File: src/rtl/cfgclk_pkg.sv
package cfgclk_pkg;

  typedef enum logic [1:0] {
    ST_IDLE = 2'd0,
    ST_RUN  = 2'd1,
    ST_TAIL = 2'd2,
    ST_STOP = 2'd3
  } cfgclk_state_e;

  // Half-period in oscillator cycles for a rate code: slowest >> code, floor 1.
  function automatic int unsigned cfgclk_half(input int unsigned slowest,
                                              input int unsigned code);
    int unsigned h;
    h = slowest >> code;
    return (h == 0) ? 1 : h;
  endfunction

endpackage

File: src/rtl/cfgclk_rst_sync.sv
module cfgclk_rst_sync #(
  parameter int STAGES = 2
) (
  input  logic clk_i,
  input  logic rst_ni,
  output logic rst_no
);

  logic [STAGES-1:0] sync_q;
  logic [STAGES-1:0] sync_d;

  always_comb begin
    sync_d = {sync_q[STAGES-2:0], 1'b1};
  end

  always_ff @(posedge clk_i or negedge rst_ni) begin
    if (!rst_ni) sync_q <= '0;
    else         sync_q <= sync_d;
  end

  assign rst_no = sync_q[STAGES-1];

endmodule

File: src/rtl/cfgclk_divider.sv
module cfgclk_divider
  import cfgclk_pkg::*;
#(
  parameter int SLOW_HALF = 8,
  parameter int CODE_W    = 2,
  parameter int DEF_CODE  = 1
) (
  input  logic              clk_i,
  input  logic              rst_ni,
  input  logic              run_i,
  input  logic [CODE_W-1:0] code_i,
  input  logic              load_i,
  output logic              clk_o,
  output logic              rise_o,
  output logic              fall_o
);

  localparam int CNT_W = $clog2(SLOW_HALF + 1);
  localparam int LEN_W = CNT_W + 1;
  localparam logic [CNT_W-1:0] DEF_HALF = CNT_W'(cfgclk_half(SLOW_HALF, DEF_CODE));

  logic [CNT_W-1:0] cnt_q, cnt_d;
  logic [CNT_W-1:0] half_q, half_d;
  logic [CNT_W-1:0] pend_q, pend_d;
  logic             pvld_q, pvld_d;
  logic             lvl_q, lvl_d;
  logic             tick;
  logic             swap_ok;

  assign tick    = run_i && (cnt_q == half_q - CNT_W'(1));
  assign swap_ok = !run_i || (tick && lvl_q);

  always_comb begin
    cnt_d  = cnt_q;
    lvl_d  = lvl_q;
    half_d = half_q;
    pend_d = pend_q;
    pvld_d = pvld_q;
    if (!run_i) begin
      cnt_d = '0;
      lvl_d = 1'b0;
    end else if (tick) begin
      cnt_d = '0;
      lvl_d = !lvl_q;
    end else begin
      cnt_d = cnt_q + CNT_W'(1);
    end
    if (pvld_q && swap_ok) begin
      half_d = pend_q;
      pvld_d = 1'b0;
    end
    if (load_i) begin
      pend_d = CNT_W'(cfgclk_half(SLOW_HALF, int'(code_i)));
      pvld_d = 1'b1;
    end
  end

  always_ff @(posedge clk_i or negedge rst_ni) begin
    if (!rst_ni) begin
      cnt_q  <= '0;
      lvl_q  <= 1'b0;
      half_q <= DEF_HALF;
      pend_q <= DEF_HALF;
      pvld_q <= 1'b0;
    end else begin
      cnt_q  <= cnt_d;
      lvl_q  <= lvl_d;
      half_q <= half_d;
      pend_q <= pend_d;
      pvld_q <= pvld_d;
    end
  end

  assign clk_o  = lvl_q;
  assign rise_o = tick && !lvl_q;
  assign fall_o = tick && lvl_q;

  // Length of the current output level, used only by the checks below.
  logic [LEN_W-1:0] len_q;
  always_ff @(posedge clk_i or negedge rst_ni) begin
    if (!rst_ni)             len_q <= '0;
    else if (lvl_d != lvl_q) len_q <= '0;
    else if (!(&len_q))      len_q <= len_q + LEN_W'(1);
  end


  high_width_chk: assert property (@(posedge clk_i) disable iff (!rst_ni)
    (run_i && fall_o) |-> (len_q + LEN_W'(1) == {1'b0, half_q}));


  swap_low_chk: assert property (@(posedge clk_i) disable iff (!rst_ni)
    !$stable(half_q) |-> !lvl_q);

endmodule

File: src/rtl/cfgclk_seq.sv
module cfgclk_seq
  import cfgclk_pkg::*;
#(
  parameter int TAIL_CYCLES = 100
) (
  input  logic clk_i,
  input  logic rst_ni,
  input  logic master_en_i,
  input  logic done_i,
  input  logic rise_i,
  input  logic fall_i,
  output logic run_o,
  output logic oe_o
);

  localparam int TW = $clog2(TAIL_CYCLES + 1);
  localparam logic [TW-1:0] TAIL_LAST = TW'(TAIL_CYCLES);

  cfgclk_state_e    state_q, state_d;
  logic [TW-1:0]    tail_q, tail_d;

  always_comb begin
    state_d = state_q;
    if (!master_en_i) begin
      state_d = ST_IDLE;
    end else begin
      unique case (state_q)
        ST_IDLE: state_d = ST_RUN;
        ST_RUN:  if (done_i) state_d = ST_TAIL;
        ST_TAIL: if (fall_i && tail_q == TAIL_LAST) state_d = ST_STOP;
        default: state_d = ST_STOP;
      endcase
    end
  end

  always_comb begin
    tail_d = tail_q;
    if (state_q != ST_TAIL) tail_d = '0;
    else if (rise_i)        tail_d = tail_q + TW'(1);
  end

  always_ff @(posedge clk_i or negedge rst_ni) begin
    if (!rst_ni) begin
      state_q <= ST_IDLE;
      tail_q  <= '0;
    end else begin
      state_q <= state_d;
      tail_q  <= tail_d;
    end
  end

  assign run_o = master_en_i && ((state_q == ST_RUN) || (state_q == ST_TAIL));
  assign oe_o  = (state_q != ST_IDLE);


  initial begin
    tail_range_chk: assert (TAIL_CYCLES >= 100 && TAIL_CYCLES <= 500)
      else $error("TAIL_CYCLES out of range");
  end


  tail_bound_chk: assert property (@(posedge clk_i) disable iff (!rst_ni)
    tail_q <= TAIL_LAST);

endmodule

File: src/rtl/cfgclk_gen.sv
module cfgclk_gen #(
  parameter int SLOW_HALF   = 8,
  parameter int CODE_W      = 2,
  parameter int DEF_CODE    = 1,
  parameter int TAIL_CYCLES = 100
) (
  input  logic              clk_i,
  input  logic              rst_ni,
  input  logic              master_en_i,
  input  logic [CODE_W-1:0] freq_code_i,
  input  logic              freq_load_i,
  input  logic              done_i,
  output logic              cfg_clk_o,
  output logic              cfg_clk_oe_o
);

  logic rst_n;
  logic run;
  logic rise;
  logic fall;

  cfgclk_rst_sync #(.STAGES(2)) u_rst (
    .clk_i  (clk_i),
    .rst_ni (rst_ni),
    .rst_no (rst_n)
  );

  cfgclk_seq #(.TAIL_CYCLES(TAIL_CYCLES)) u_seq (
    .clk_i       (clk_i),
    .rst_ni      (rst_n),
    .master_en_i (master_en_i),
    .done_i      (done_i),
    .rise_i      (rise),
    .fall_i      (fall),
    .run_o       (run),
    .oe_o        (cfg_clk_oe_o)
  );

  cfgclk_divider #(
    .SLOW_HALF (SLOW_HALF),
    .CODE_W    (CODE_W),
    .DEF_CODE  (DEF_CODE)
  ) u_div (
    .clk_i  (clk_i),
    .rst_ni (rst_n),
    .run_i  (run),
    .code_i (freq_code_i),
    .load_i (freq_load_i),
    .clk_o  (cfg_clk_o),
    .rise_o (rise),
    .fall_o (fall)
  );


  idle_low_chk: assert property (@(posedge clk_i) disable iff (!rst_n)
    !cfg_clk_oe_o |-> !cfg_clk_o);


  drop_chk: assert property (@(posedge clk_i) disable iff (!rst_n)
    !master_en_i |=> (!cfg_clk_oe_o && !cfg_clk_o));

endmodule

File: config.mk
export PLATFORM = sky130hd
export DESIGN_NAME = cfgclk_gen
export DESIGN_NICKNAME = d
export VERILOG_FILES = /design/src/rtl/cfgclk_pkg.sv /design/src/rtl/cfgclk_rst_sync.sv /design/src/rtl/cfgclk_divider.sv /design/src/rtl/cfgclk_seq.sv /design/src/rtl/cfgclk_gen.sv
export SDC_FILE = /design/constraint.sdc
export NUM_CORES = 1
export LEC_CHECK = 0
export ABC_CLOCK_PERIOD_IN_PS = 1350
export BUFFER_PORTS_ARGS = -buffer_cell sky130_fd_sc_hd__buf_2
export CAP_MARGIN = 10
export CORE_ASPECT_RATIO = 1.2
export CORE_MARGIN = 4
export CORE_UTILIZATION = 50
export DETAILED_ROUTE_END_ITERATION = 10
export PLACE_DENSITY = 0.65
export RECOVER_POWER = 100
export SYNTH_ARGS = -nofsm -noshare
export SYNTH_HDL_FRONTEND = slang
export SYNTH_HIERARCHICAL = 1
export SYNTH_SLANG_ARGS = --single-unit
File: constraint.sdc
create_clock -name clk_i -period 1.35 [get_ports clk_i]
set_input_delay 0.2025 -clock clk_i [delete_from_list [all_inputs] [get_ports clk_i]]
set_output_delay 0.2025 -clock clk_i [all_outputs]
set_load 0.01 [all_outputs]
Word-level counts from Yosys, hierarchy flattened
Cells that the tools add are included.

storage, ports and cells
  register bits after elaboration = 25
  output and inout bits = 2

cells by class
  $add $sub $neg = 3
  equal/unequal tests = 8
  shift-type cells = 1
  muxes and demuxes = 13
  reduce and logical (&&, ||, !) cells = 16

operator list
  operator                                              count
  logical NOT 32 bit                                    1
  right shift 4 x 2 -> 32 bit (first input constant)    1
  2-to-1 mux 7 bit                                      2
  2-to-1 mux 4 bit                                      3
  adder 7 x 1 -> 7 bit (second input constant)          1
  equality test 7 bit (second input constant)           1
  logical AND 1 bit                                     6
  2-to-1 mux 2 bit                                      3
  one-hot mux 2 bit (3 select lines)                    1
  nonzero test 2 bit                                    3
  adder 4 x 1 -> 4 bit (second input constant)          1
  equality test 4 bit                                   1
  2-to-1 mux 1 bit                                      4
  != test 2 bit (second input constant)                 2
  subtractor 4 x 1 -> 4 bit (second input constant)     1
  != test 3 x 2 -> 1 bit (second input constant)        1
  != test 3 bit (second input constant)                 1
  equality test 2 x 1 -> 1 bit (second input constant)  1
  equality test 2 bit (second input constant)           1
  logical NOT 1 bit                                     2
  logical NOT 2 bit                                     1
  logical OR 1 bit                                      2
  AND reduction 2 bit                                   1

Logic depth before layout (Yosys ltp)
Gate-level depths: netlist of the first run.

  depth in word-level cells = 9
  depth in mapped cells = 10

Modules after synthesis
Netlist of the first run, hierarchy kept.

by module, submodules not included
  module           instances  cells each  area each (µm²)
  cfgclk_divider   1          76          790.8
  cfgclk_seq       1          52          533.0
  cfgclk_rst_sync  1          3           53.8

Worst setup path before layout of the first run
OpenSTA, ideal clock, no wires.

  path kind = reg2reg
  start point = register u_div.half_q[0]
  end point = register u_seq.tail_q[6]
  library setup time = 84 ps
  data arrival time = 2696 ps
  data required time = 1266 ps
  path slack = -1430 ps
  cell stages (with the launch flop) = 10
  path through = dfrtp_1 > inv_1 > ha_1 > xor3_2 > or3_4 > or4b_4 > inv_1 > nand4_1 > or3_1 > a21boi_0

between the ends
  longest elaborated chain between the ends = 5

ends and longest elaborated chain
  element                              line                  RTL
  start, declared                      cfgclk_divider.sv:23  logic [CNT_W-1:0] half_q, half_d;
  start signal, assigned               cfgclk_divider.sv:68  half_q <= half_d;
  subtractor 4 x 1 -> 4 bit            cfgclk_divider.sv:30  assign tick = run_i && (cnt_q == half_q - CNT_W'(1));
  equality test 4 bit                  cfgclk_divider.sv:30
  logical AND 1 bit                    cfgclk_divider.sv:30
  logical AND 1 bit                    cfgclk_divider.sv:75  assign rise_o = tick && !lvl_q;
  via rise                             cfgclk_gen.sv:19      logic rise;
  nonzero test 2 bit (no source line)  -
  end signal, assigned                 cfgclk_seq.sv:48      tail_q <= tail_d;
  end, declared                        cfgclk_seq.sv:20      logic [TW-1:0] tail_q, tail_d;

The timed path passes the listed nets, and every way through them passes these cells.
A chain may end at the register's enable or synchronous reset.

Worst setup path after layout of the first run
  start point = register u_div.half_q[2]
  end point = register u_seq.tail_q[3]

The elaborated chain is that of the path after synthesis.

==> out/results.ini, run 1 <==
[timing]
setup_viol=19
fin_crit_ns=2.63
fin_setup_tns_ns=-17.06
hold_viol=0
rsz0062_at_grt=yes
fin_skew_ns=0.0136
whs_ns=0.0921
fin_crit_sh=1.95
worst_slack_ns=-1.28
max_freq_mhz=381
slew_viol_final=0

[synthesis]
synth.largest_area_cell=dfrtp_1
synth_nets=146
syn_area_sq_mm=0.00138
synthArstFlopShare=1.00
seq_area_frac_synth=0.456
synth_top_area_frac=0.418
ys_types=37
yosysWarnings=6
syn_inst=131
syn_area_per_cell_sq_um=10.5
ys.flop_type=dfrtp_1
ys_ff_latch=25
synth_top_cells_by_area=dfrtp_1 42%, ha_1 7.3%, xnor2_1 5.7%
synth_edf_count=0

[layout]
layout-drive-gt1-share=0.444
nets=205
diodes=0
finalInstanceArea_sq_mm=0.00203
syn_to_final_growth_pct=47.3

[route]
routedWlPerCell_microns=15.5
viasPerCell=5.39
firstDrtPassIters=4
drt-initial-drc-count=18
ant_nets=0
via_count=1197
wl_mm=3.44
route.detailed.drc=0

[placed_design]
port_buffers=8
placed_cell_area_sq_mm=0.00172
gp_congestion=0.797
dp_hpwl_mm=2.30

[setup_path]
crit_slowest_cell=or4b_4
r2r-start=u_div/half_q[2]$_DFFE_PN1P_
startpoint=u_div/half_q[2]$_DFFE_PN1P_
max_stage_delay_ns=0.57
critPathLaunchType=flip-flop
criticalPathCategory=reg2reg
crit_chain=xor3_2 -> or3_4 -> or4b_4 -> inv_4 -> nand4_1 -> buf_4 -> xnor2_2 -> and2_1
crit_fanout=3
cp_top_family=simple AND/OR/NAND/NOR gates
timing.critical_path.buf_inv=2
cp.arrival_ns=2.87
endpoint_kind=flip-flop
worstPathRequired_ns=1.59

[global_route]
grt_pass1_vias=1224
overflow=0
grt_usage=0.187
antenna_found_initial=0
grt_pass1_wl_mm=5.29
grt_max_degree=14

[pwr]
vdd_drop_max_v=0.000970
leakage_nw=0.932
total_power_mw=3.74
cellPowerDensity_mw_per_mm2=1840

[floorplanning]
die-area_sq_mm=0.00366
start_util=0.534
rows=20
die_h_microns=65.5
die_x_microns=55.9
core_sq_mm=0.00258
io_pins=9

[status]
status=finished, violations left
violations=setup timing

[clock_network]
cts_sinks=25
h-tree-depth=1
cts_made_buffers=3
insertion_delay_ns=0.33
clk_pin_slew_ns=0.14
cts_tree=done
clk_path_buf_depth=2
cts_root_buf=clkbuf_4

[hold_path]
hp-start=freq_code_i[1]
hold_class=in2reg

[job]
cap_violations=0

what timing repair did:
item | in CTS | in global routing
hold endpoints to repair | 2 | 0
resized for setup | 7 | 33
pin swaps | 3 | 9
setup endpoints to repair | 20 | 20
buffers inserted | 4 | 7
hold buffers | 1 | 0
cells in the mapped netlist, types with 2 or more instances:
library cell,n
nand2_1,12
dfstp_2,2
nand4_1,2
o311ai_0,4
mux2i_1,2
inv_1,13
ha_1,8
a21boi_0,2
nand3b_1,2
nor2b_1,2
or3_1,3
nand3_1,3
nor4_1,3
o21ai_0,5
xor2_1,4
and2_1,6
and3_1,4
xnor2_1,9
dfrtp_1,23
nand2b_1,2
a32oi_1,4
flip-flops by register name, indices dropped and copies added, names as in the netlist:
register and cells:
u_rst/sync_q 2, u_seq/state_q 2, u_div/pvld_q 1, u_div/clk_o 1
u_div/half_q 4, u_seq/tail_q 7, u_div/cnt_q 4, u_div/pend_q 4
path summary, 6_finish.rpt:
| path | endpoint | slack, ns | depth (start not counted) |
|---|---|---|---|
| worst max-delay path | u_seq/tail_q[3]$_DFFE_PN0P_ | -1.28 | 8 |
| worst min-delay path | u_div/pend_q[3]$_DFFE_PN0P_ | 0.09 | 2 |
| min in group asynchronous | u_div/half_q[1]$_DFFE_PN0P_ | 0.16 | 0 |
| max in group asynchronous | u_div/half_q[3]$_DFFE_PN0P_ | 0.45 | 1 |
| worst max register to register | u_seq/tail_q[3]$_DFFE_PN0P_ | -1.28 | 8 |
| worst min register to register | u_div/half_q[1]$_DFFE_PN0P_ | 0.16 | 0 |
kinds of logic (layout without fill, tap and decap cells):
logic type | after synthesis | in the layout | share of synthesized area
AO/OA/AOI/OAI | 22 | 22 | 0.123
XOR/XNOR | 14 | 14 | 0.101
adder cells (fa/ha/maj) | 8 | 8 | 0.0727
buffers and inverters | 13 | 71 | 0.0354
flip-flops | 25 | 25 | 0.456
multiplexers | 2 | 2 | 0.0145
other | 1 | 1 | 0.00272
AND/OR/NAND/NOR | 46 | 46 | 0.195
power by group:
group | switching (mW) | internal [mW]
Sequential | 0.100 | 0.874
Clock | 0.224 | 0.116
Combinational | 1.19 | 1.23
Total | 1.52 | 2.22
layout make-up:
cell class / count / area, sq um
Tap cell: 33 / 41.3
Fill cell: 169 / 548
Sequential cell: 25 / 628
Inverter: 13 / 51.3
Timing Repair Buffer: 54 / 390
Clock buffer: 4 / 26.3
Multi-Input combinational cell: 93 / 892
layer usage:
layer  global-route usage  part of all wire  up-vias
met5                    0                 0        -
met2                0.355              0.54       19
met3               0.0216             0.020       17
met4                0.110             0.045        0
li1                     -                 -      587
met1                0.198              0.40      574
layout by cell type (no fill, tap or decap), types with 2 or more instances in the layout:
| master | netlist | routed |
|---|---|---|
| clkbuf_1 | 0 | 4 |
| ha_4 | 0 | 2 |
| nand3_1 | 3 | 3 |
| inv_2 | 0 | 5 |
| and3_1 | 4 | 3 |
| nor4_1 | 3 | 2 |
| dfrtp_1 | 23 | 23 |
| buf_2 | 0 | 6 |
| ha_1 | 8 | 6 |
| a21boi_1 | 0 | 2 |
| o21ai_0 | 5 | 4 |
| dfstp_2 | 2 | 2 |
| nand2b_1 | 2 | 2 |
| a32oi_1 | 4 | 4 |
| nand2_1 | 12 | 11 |
| mux2i_1 | 2 | 2 |
| xnor2_2 | 0 | 3 |
| xor2_1 | 4 | 4 |
| nand4_1 | 2 | 2 |
| clkbuf_4 | 0 | 3 |
| or3_1 | 3 | 2 |
| and2_1 | 6 | 6 |
| xnor2_1 | 9 | 5 |
| inv_1 | 13 | 7 |
| nand3b_1 | 2 | 2 |
| nor2b_1 | 2 | 2 |
| or3_4 | 1 | 2 |
| o311ai_4 | 0 | 4 |
| buf_4 | 0 | 40 |
| o21ai_2 | 1 | 2 |
| buf_6 | 0 | 3 |
metrics by stage:
step,instances,setup WS [ns],utilization
finish,222,-1.28,0.787
global route,222,-1.41,0.787
CTS,215,-1.31,0.699
detailed placement,206,-1.29,0.666
global placement,206,-1.24,0.666
floorplan,131,-1.24,-
worst register-to-register path, cell delays in order (launching register included):
cell     delay (ns)
dfstp_2        0.56
xor3_2         0.46
or3_4          0.35
or4b_4         0.57
inv_4          0.07
nand4_1        0.10
buf_4          0.17
xnor2_2        0.13
and2_1         0.14
No activity file was read; power rests on OpenSTA's default activity.
==> inputs of run 2 (changes only) <==
--- a/config.mk
+++ b/config.mk
@@ -5,6 +5,7 @@
 export SDC_FILE = /design/constraint.sdc
 export NUM_CORES = 1
 export LEC_CHECK = 0
+export ABC_AREA = 1
 export ABC_CLOCK_PERIOD_IN_PS = 1350
 export BUFFER_PORTS_ARGS = -buffer_cell sky130_fd_sc_hd__buf_2
 export CAP_MARGIN = 10
==> run 2 against run 1 <==
The flow still finishes with violations (setup timing). Worst hold slack worse by 0.020 ns. Non-clock buffer count down 18. Synthesized area up 0.73%. Critical path type unchanged. Largest cell class unchanged. Largest power group unchanged.
==> out/results.ini, run 2 <==
[status]
status=finished, violations left
violations=setup timing

[timing]
whs_ns=0.0725  ; -0.0196 ns
worst_slack_ns=-0.508  ; +0.770 ns
setup_viol=19  ; unchanged
hold_viol=0  ; unchanged
fin_skew_ns=0.00209  ; -0.0115 ns
fin_crit_ns=1.86  ; -0.770 ns
max_freq_mhz=538  ; +41%
fin_crit_sh=1.38  ; -0.570
slew_viol_final=0  ; unchanged
rsz0062_at_grt=yes

[synthesis]
synth_nets=182  ; +25%
synthSimpleGateAreaFrac=0.298  ; +0.102
synth_top_family_by_area=simple AND/OR/NAND/NOR gates
synthTopCellsByCount=46 x nand2_1, 27 x inv_1, 23 x dfrtp_1
synth_adder_area_share=0.0721  ; -0.000524
syn_inst=167  ; +27%
synthMuxAreaShare=0  ; -0.0145
synth_top_area_frac=0.415  ; -0.00301
synthXorXnorAreaFrac=0.0252  ; -0.0756
synth_top_cells_by_area=dfrtp_1 41%, nand2_1 12%, inv_1 7.3%
synth-compound-area-share=0.0613  ; -0.0613
ys_types=27  ; -27%
seq_area_frac_synth=0.453  ; -0.00329
syn_area_sq_mm=0.00139  ; +0.73%
synth.largest_area_cell=dfrtp_1
yosysMostFrequentCell=nand2_1
yosysWarnings=6  ; unchanged
synthArstFlopShare=1.00  ; unchanged
syn_area_per_cell_sq_um=8.31  ; -21%
synth_edf_count=0  ; unchanged
ys_ff_latch=25  ; unchanged
ys.flop_type=dfrtp_1

[pwr]
pwr-share-seq=0.351  ; +0.091
switchingPower_mw=1.02  ; -33%
p_sw_frac=0.368  ; -0.0379
p_int_mw=1.75  ; -21%
cellPowerDensity_mw_per_mm2=1550  ; -16%
p_clk_frac=0.118  ; +0.027
pwr-share-comb=0.531  ; -0.118
vdd_drop_max_v=0.00114  ; +18%
leakage_nw=0.917  ; -1.6%

[layout]
top_register=u_seq/tail_q
fin_util=0.688  ; -0.0999
syn_to_final_growth_pct=28.9
largest_register_ffs=7  ; unchanged
layout-drive-gt1-share=0.354  ; -0.0901
final_cell_mix=39 x nand2_1, 23 x dfrtp_1, 21 x buf_4, 20 x inv_1, 16 x nand3_1
final_common_cell=nand2_1
nets=222  ; +8.3%
diodes=0  ; unchanged
fillers=210  ; +24%

[clock_network]
cts_tree=done
cts_made_buffers=3  ; unchanged
cts_root_buf=clkbuf_4
h-tree-depth=1  ; unchanged
clk_pin_slew_ns=0.13  ; about the same
insertion_delay_ns=0.31  ; -0.02 ns
cts_sinks=25  ; unchanged
clk_path_buf_depth=2  ; unchanged

[route]
route.detailed.drc=0  ; unchanged
firstDrtPassIters=4  ; unchanged
wl_mm=2.72  ; -21%
drt-initial-drc-count=21  ; +3
viasPerCell=4.74  ; -12%
via_count=1133  ; -5.3%
routedWlPerCell_microns=11.4  ; -26%
ant_nets=0  ; unchanged

[global_route]
overflow=0  ; unchanged
grt_max_degree=20  ; +6
grt_pass1_vias=1114  ; -9.0%
grt_usage=0.157  ; -0.0299
antenna_found_initial=0  ; unchanged
grt_pass1_wl_mm=4.55  ; -14%

[setup_path]
crit_slowest_cell=dfrtp_1
critPathLaunchType=flip-flop
worst_path_most_repeated_cell=nand2_1
crit_chain=inv_2 -> ha_4 -> xnor2_2 -> nor2_2 -> nand3_2 -> buf_6 -> nor3_2 -> nand2_1 -> nor2_1 -> nand2_1 -> nand2_2 -> nand2_2 -> nand3_1 -> nand2_1
timing.critical_path.buf_inv=2  ; unchanged
max_stage_delay_ns=0.42  ; -0.15 ns
cp_top_family=simple AND/OR/NAND/NOR gates
worstPathRequired_ns=1.57  ; -0.02 ns
criticalPathCategory=reg2reg
crit_fanout=3  ; unchanged
cp.arrival_ns=2.08  ; -0.79 ns
endpoint_kind=flip-flop

[placed_design]
dp_hpwl_mm=1.88  ; -18%
port_buffers=8  ; unchanged
gp_congestion=0.796  ; -0.18%

[floorplanning]
die-area_sq_mm=0.00369  ; +0.63%
rows=20  ; unchanged
die_h_microns=65.7  ; +0.31%
core_sq_mm=0.00260  ; +0.97%
start_util=0.533  ; -0.00129
die_x_microns=56.1  ; +0.31%
io_pins=9  ; unchanged

[hold_path]
hold_class=reg2async

[job]
cap_violations=0  ; unchanged

-- run 2: changes by cell type in the layout (fill, tap and decap cells not counted), moves of 4 or more --
cell	change
nand2_1	+28
buf_4	-19
inv_1	+13
nand3_1	+13
nor2_1	+8
and2_1	-6
nand2_2	+5
a32oi_1	-4
inv_2	+4
o311ai_4	-4
-- run 2: area by class of cell --
cell class / count / area [sq um] / share of cell area
flip-flops and latches: 25 / 628 / 0.351
clock inverters: 1 / 5.00 / 0.00280
inverters: 29 / 109 / 0.0608
clock buffers: 3 / 22.5 / 0.0126
repair buffers: 36 / 273 / 0.152
multi-input cells: 112 / 711 / 0.397
well taps: 33 / 41.3 / 0.0231
-- run 2: kinds of logic (layout without fill, tap and decap cells) --
kind of cell             count (synthesis)  in the layout
XOR/XNOR                                 4              4
AND/OR/NAND/NOR                         86             86
AO/OA/AOI/OAI                           13             13
adder cells (fa/ha/maj)                  8              8
flip-flops                              25             25
buffers and inverters                   30             69
other                                    1              1
-- run 2: worst register-to-register path: stages, from the launching register on --
cell	delay (ns)
dfrtp_1	0.42
inv_2	0.09
ha_4	0.21
xnor2_2	0.13
nor2_2	0.10
nand3_2	0.09
buf_6	0.12
nor3_2	0.11
nand2_1	0.09
nor2_1	0.09
nand2_1	0.07
nand2_2	0.09
nand2_2	0.06
nand3_1	0.06
nand2_1	0.05
-- run 2: routing by layer --
metal	vias up	GRT usage	part of all wire
met5	-	0	0
met4	0	0.0534	0.015
met3	4	0.0314	0.025
met2	13	0.266	0.51
met1	516	0.200	0.45
li1	600	-	-
-- run 2: final timing paths --
path                                        startpoint                      endpoint  slack, ns  cells past startpoint
setup reg to reg           u_div/half_q[0]$_DFFE_PN0P_  u_seq/state_q[1]$_DFFE_PN0P_      -0.51                     14
setup / recovery           u_div/half_q[0]$_DFFE_PN0P_  u_seq/state_q[1]$_DFFE_PN0P_      -0.51                     14
hold / removal               u_rst/sync_q[1]$_DFF_PN0_   u_div/pend_q[1]$_DFFE_PN0P_       0.07                      0
max in group asynchronous    u_rst/sync_q[1]$_DFF_PN0_   u_div/half_q[2]$_DFFE_PN1P_       0.57                      1
hold reg to reg              u_rst/sync_q[1]$_DFF_PN0_   u_div/pend_q[1]$_DFFE_PN0P_       0.07                      0
min in group clk_i                      freq_code_i[0]   u_div/pend_q[3]$_DFFE_PN0P_       0.08                      2
-- run 2: through the flow --
| step | setup slack [ns] | instances | instance area [sq um] | total power, mW | setup TNS (ns) |
|---|---|---|---|---|---|
| after floorplan | -0.503 | 167 | 1390 | 1.63 | -3.77 |
| after global placement | -0.417 | 226 | 1600 | 1.99 | -4.85 |
| after detailed placement | -0.495 | 226 | 1600 | 2.04 | -5.68 |
| after CTS | -0.481 | 235 | 1710 | 2.52 | -6.73 |
| after global routing | -0.668 | 239 | 1790 | 3.02 | -9.04 |
| final | -0.508 | 239 | 1790 | 2.77 | -6.82 |
-- run 2: power by group through the flow --
stage	registers (mW)	logic, mW	clock network [mW]
after floorplan	0.977	0.655	0
after global placement	0.969	1.02	0
after detailed placement	0.974	1.06	0
after CTS	0.959	1.22	0.342
after global routing	0.991	1.65	0.382
final	0.971	1.47	0.327
-- run 2: repair_timing --
item                                   4_1_cts  5_1_grt
hold buffers                                 1        0
pin swaps                                    8       14
endpoints found under the hold margin        2        0
setup buffers                                4        6
resized for setup                           16       18
setup endpoints to repair                   20       20
==> inputs of run 3 (changes only) <==
--- a/config.mk
+++ b/config.mk
@@ -12,8 +12,9 @@
 export CORE_ASPECT_RATIO = 1.2
 export CORE_MARGIN = 4
 export CORE_UTILIZATION = 50
+export CTS_BUF_LIST = sky130_fd_sc_hd__clkbuf_4 sky130_fd_sc_hd__clkbuf_8
 export DETAILED_ROUTE_END_ITERATION = 10
-export PLACE_DENSITY = 0.65
+export PLACE_DENSITY = 0.68
 export RECOVER_POWER = 100
 export SYNTH_ARGS = -nofsm -noshare
 export SYNTH_HDL_FRONTEND = slang
==> run 3 against run 2 <==
The run still ends with setup timing left. Sequential share of layout area up 0.52 points. Non-clock buffer count up 1. Cell area down 1.5%. Clock skew up 0.0041 ns. Count of clock-buffer cells in the layout unchanged. Global-route usage up 1.1 points. Register-to-register slack worse by 0.04 ns. Clock power about the same. Critical path depth down 2. Critical endpoint is now u_div/half_q[3]$_DFFE_PN0P_. Largest cell class unchanged.
==> out/results.ini, run 3 (same netlist as run 2, synthesis figures left out) <==
[status]
status=finished, violations left
violations=setup timing

[clock_network]
h-tree-depth=1  ; unchanged
cts_tree=done
cts_root_buf=clkbuf_4
insertion_delay_ns=0.31  ; about the same
clk_path_buf_depth=2  ; unchanged
cts_sinks=25  ; unchanged
cts_made_buffers=3  ; unchanged
clk_pin_slew_ns=0.14  ; about the same

[floorplanning]
rows=20  ; unchanged
start_util=0.533  ; unchanged
core_sq_mm=0.00260  ; unchanged
die-area_sq_mm=0.00369  ; unchanged
io_pins=9  ; unchanged
die_x_microns=56.1  ; unchanged
die_h_microns=65.7  ; unchanged

[route]
firstDrtPassIters=4  ; unchanged
ant_nets=0  ; unchanged
routedWlPerCell_microns=11.6  ; +1.8%
viasPerCell=5.01  ; +5.6%
route.detailed.drc=0  ; unchanged
via_count=1202  ; +6.1%
wl_mm=2.78  ; +2.2%
drt-initial-drc-count=53  ; +150%

[timing]
worst_slack_ns=-0.549  ; -0.0407 ns
tightest_slew_ns=0.785
max_freq_mhz=527  ; -2.1%
fin_crit_ns=1.90  ; +0.0407 ns
fin_crit_sh=1.41  ; +0.0301
hold_viol=0  ; unchanged
setup_viol=19  ; unchanged
relSlewSlack=0.476
fin_skew_ns=0.00624  ; +0.00414 ns
slew_viol_final=0  ; unchanged
rsz0062_at_grt=yes

[pwr]
cellPowerDensity_mw_per_mm2=1480  ; -4.2%
vdd_drop_max_v=0.00106  ; -7.1%
leakage_nw=0.899  ; -2.0%

[layout]
nets=223  ; +0.45%
fin_cells=240  ; +0.42%
syn_to_final_growth_pct=27.1
fin_util=0.677  ; -0.0101
layout-drive-gt1-share=0.329  ; -0.0259
diodes=0  ; unchanged
top_register=u_seq/tail_q
largest_register_ffs=7  ; unchanged
final_cell_mix=38 x nand2_1, 25 x buf_4, 23 x dfrtp_1, 21 x inv_1, 16 x nand3_1
final_common_cell=nand2_1

[setup_path]
reg2reg_depth=12  ; -2
critPathLaunchType=flip-flop
cp.arrival_ns=2.12  ; +0.04 ns
rrSetupSlack_ns=-0.55  ; -0.04 ns
criticalPathCategory=reg2reg
crit_fanout=6  ; +3
worstPathRequired_ns=1.57  ; about the same
endpoint_kind=flip-flop

[placed_design]
dp_hpwl_mm=1.99  ; +6.0%
placed_cells=226  ; unchanged
gp_congestion=0.807  ; +1.4%
port_buffers=8  ; unchanged

[global_route]
grt_max_degree=15  ; -25%
antenna_found_initial=0  ; unchanged
overflow=0  ; unchanged
grt_pass1_vias=1213  ; +8.9%
grt_usage=0.168  ; +0.0111
grt_pass1_wl_mm=4.93  ; +8.3%

[hold_path]
hold_class=in2reg
whs_path_depth=2

[job]
cap_violations=0  ; unchanged

==> run 3: final timing paths <==
check	endpoint	from
max	u_div/half_q[3]$_DFFE_PN0P_	u_div/half_q[0]$_DFFE_PN0P_
min in group asynchronous	u_rst/sync_q[0]$_DFF_PN0_	rst_ni
min reg2reg	u_div/pend_q[3]$_DFFE_PN0P_	u_rst/sync_q[1]$_DFF_PN0_
max reg2reg	u_div/half_q[3]$_DFFE_PN0P_	u_div/half_q[0]$_DFFE_PN0P_
min	u_div/pend_q[3]$_DFFE_PN0P_	freq_code_i[0]
max in group asynchronous	u_seq/state_q[1]$_DFFE_PN0P_	u_rst/sync_q[1]$_DFF_PN0_
==> run 3: routing by layer <==
layer / share of wire / track usage / wire (microns)
met5: 0 / 0 / 0
met3: 0.031 / 0.0196 / 86
met1: 0.42 / 0.195 / 1180
met2: 0.53 / 0.311 / 1470
met4: 0.015 / 0.0682 / 43
==> run 3: worst max-delay path: stages (launching register included) <==
cell	delay (ns)
dfrtp_1	0.41
inv_2	0.08
ha_4	0.21
xnor2_2	0.13
nor2_2	0.09
nand3_2	0.10
buf_4	0.15
buf_6	0.10
buf_4	0.13
o21bai_4	0.19
nand2_4	0.10
nand2_2	0.07
nand2_2	0.04
==> run 3: layout make-up <==
cell class,count,area [sq um]
clock buffers,3,22.5
clock inverters,1,5.00
fillers,233,840
inverters,29,109
multi-input cells,112,697
flip-flops and latches,25,628
well taps,33,41.3
repair buffers,37,260
==> run 3: timing repair <==
item	in CTS	in global routing
buffers inserted	7	5
pin swaps	6	11
gates resized for setup	8	17
hold endpoints to repair	2	0
hold buffers	1	0
setup endpoints to repair	19	20
==> run 3: where the power goes <==
part           internal [mW]  leakage [nW]  total, mW  switching [mW]
Combinational          0.664         0.555       1.32           0.655
Sequential             0.870         0.326      0.962          0.0920
Clock                  0.111        0.0177      0.328           0.218
==> run 3: metrics by stage <==
step	hold WS [ns]	area [sq um]	setup TNS, ns	setup slack [ns]	power (mW)
5_1_grt	0.0708	1760	-10.79	-0.699	2.82
3_3_place_gp	-0.0132	1600	-4.35	-0.436	1.97
3_5_place_dp	-0.00691	1600	-5.16	-0.516	2.02
4_1_cts	0.0603	1710	-6.20	-0.491	2.49
6_report	0.0693	1760	-8.12	-0.549	2.61
2_1_floorplan	-0.0931	1390	-3.77	-0.503	1.63
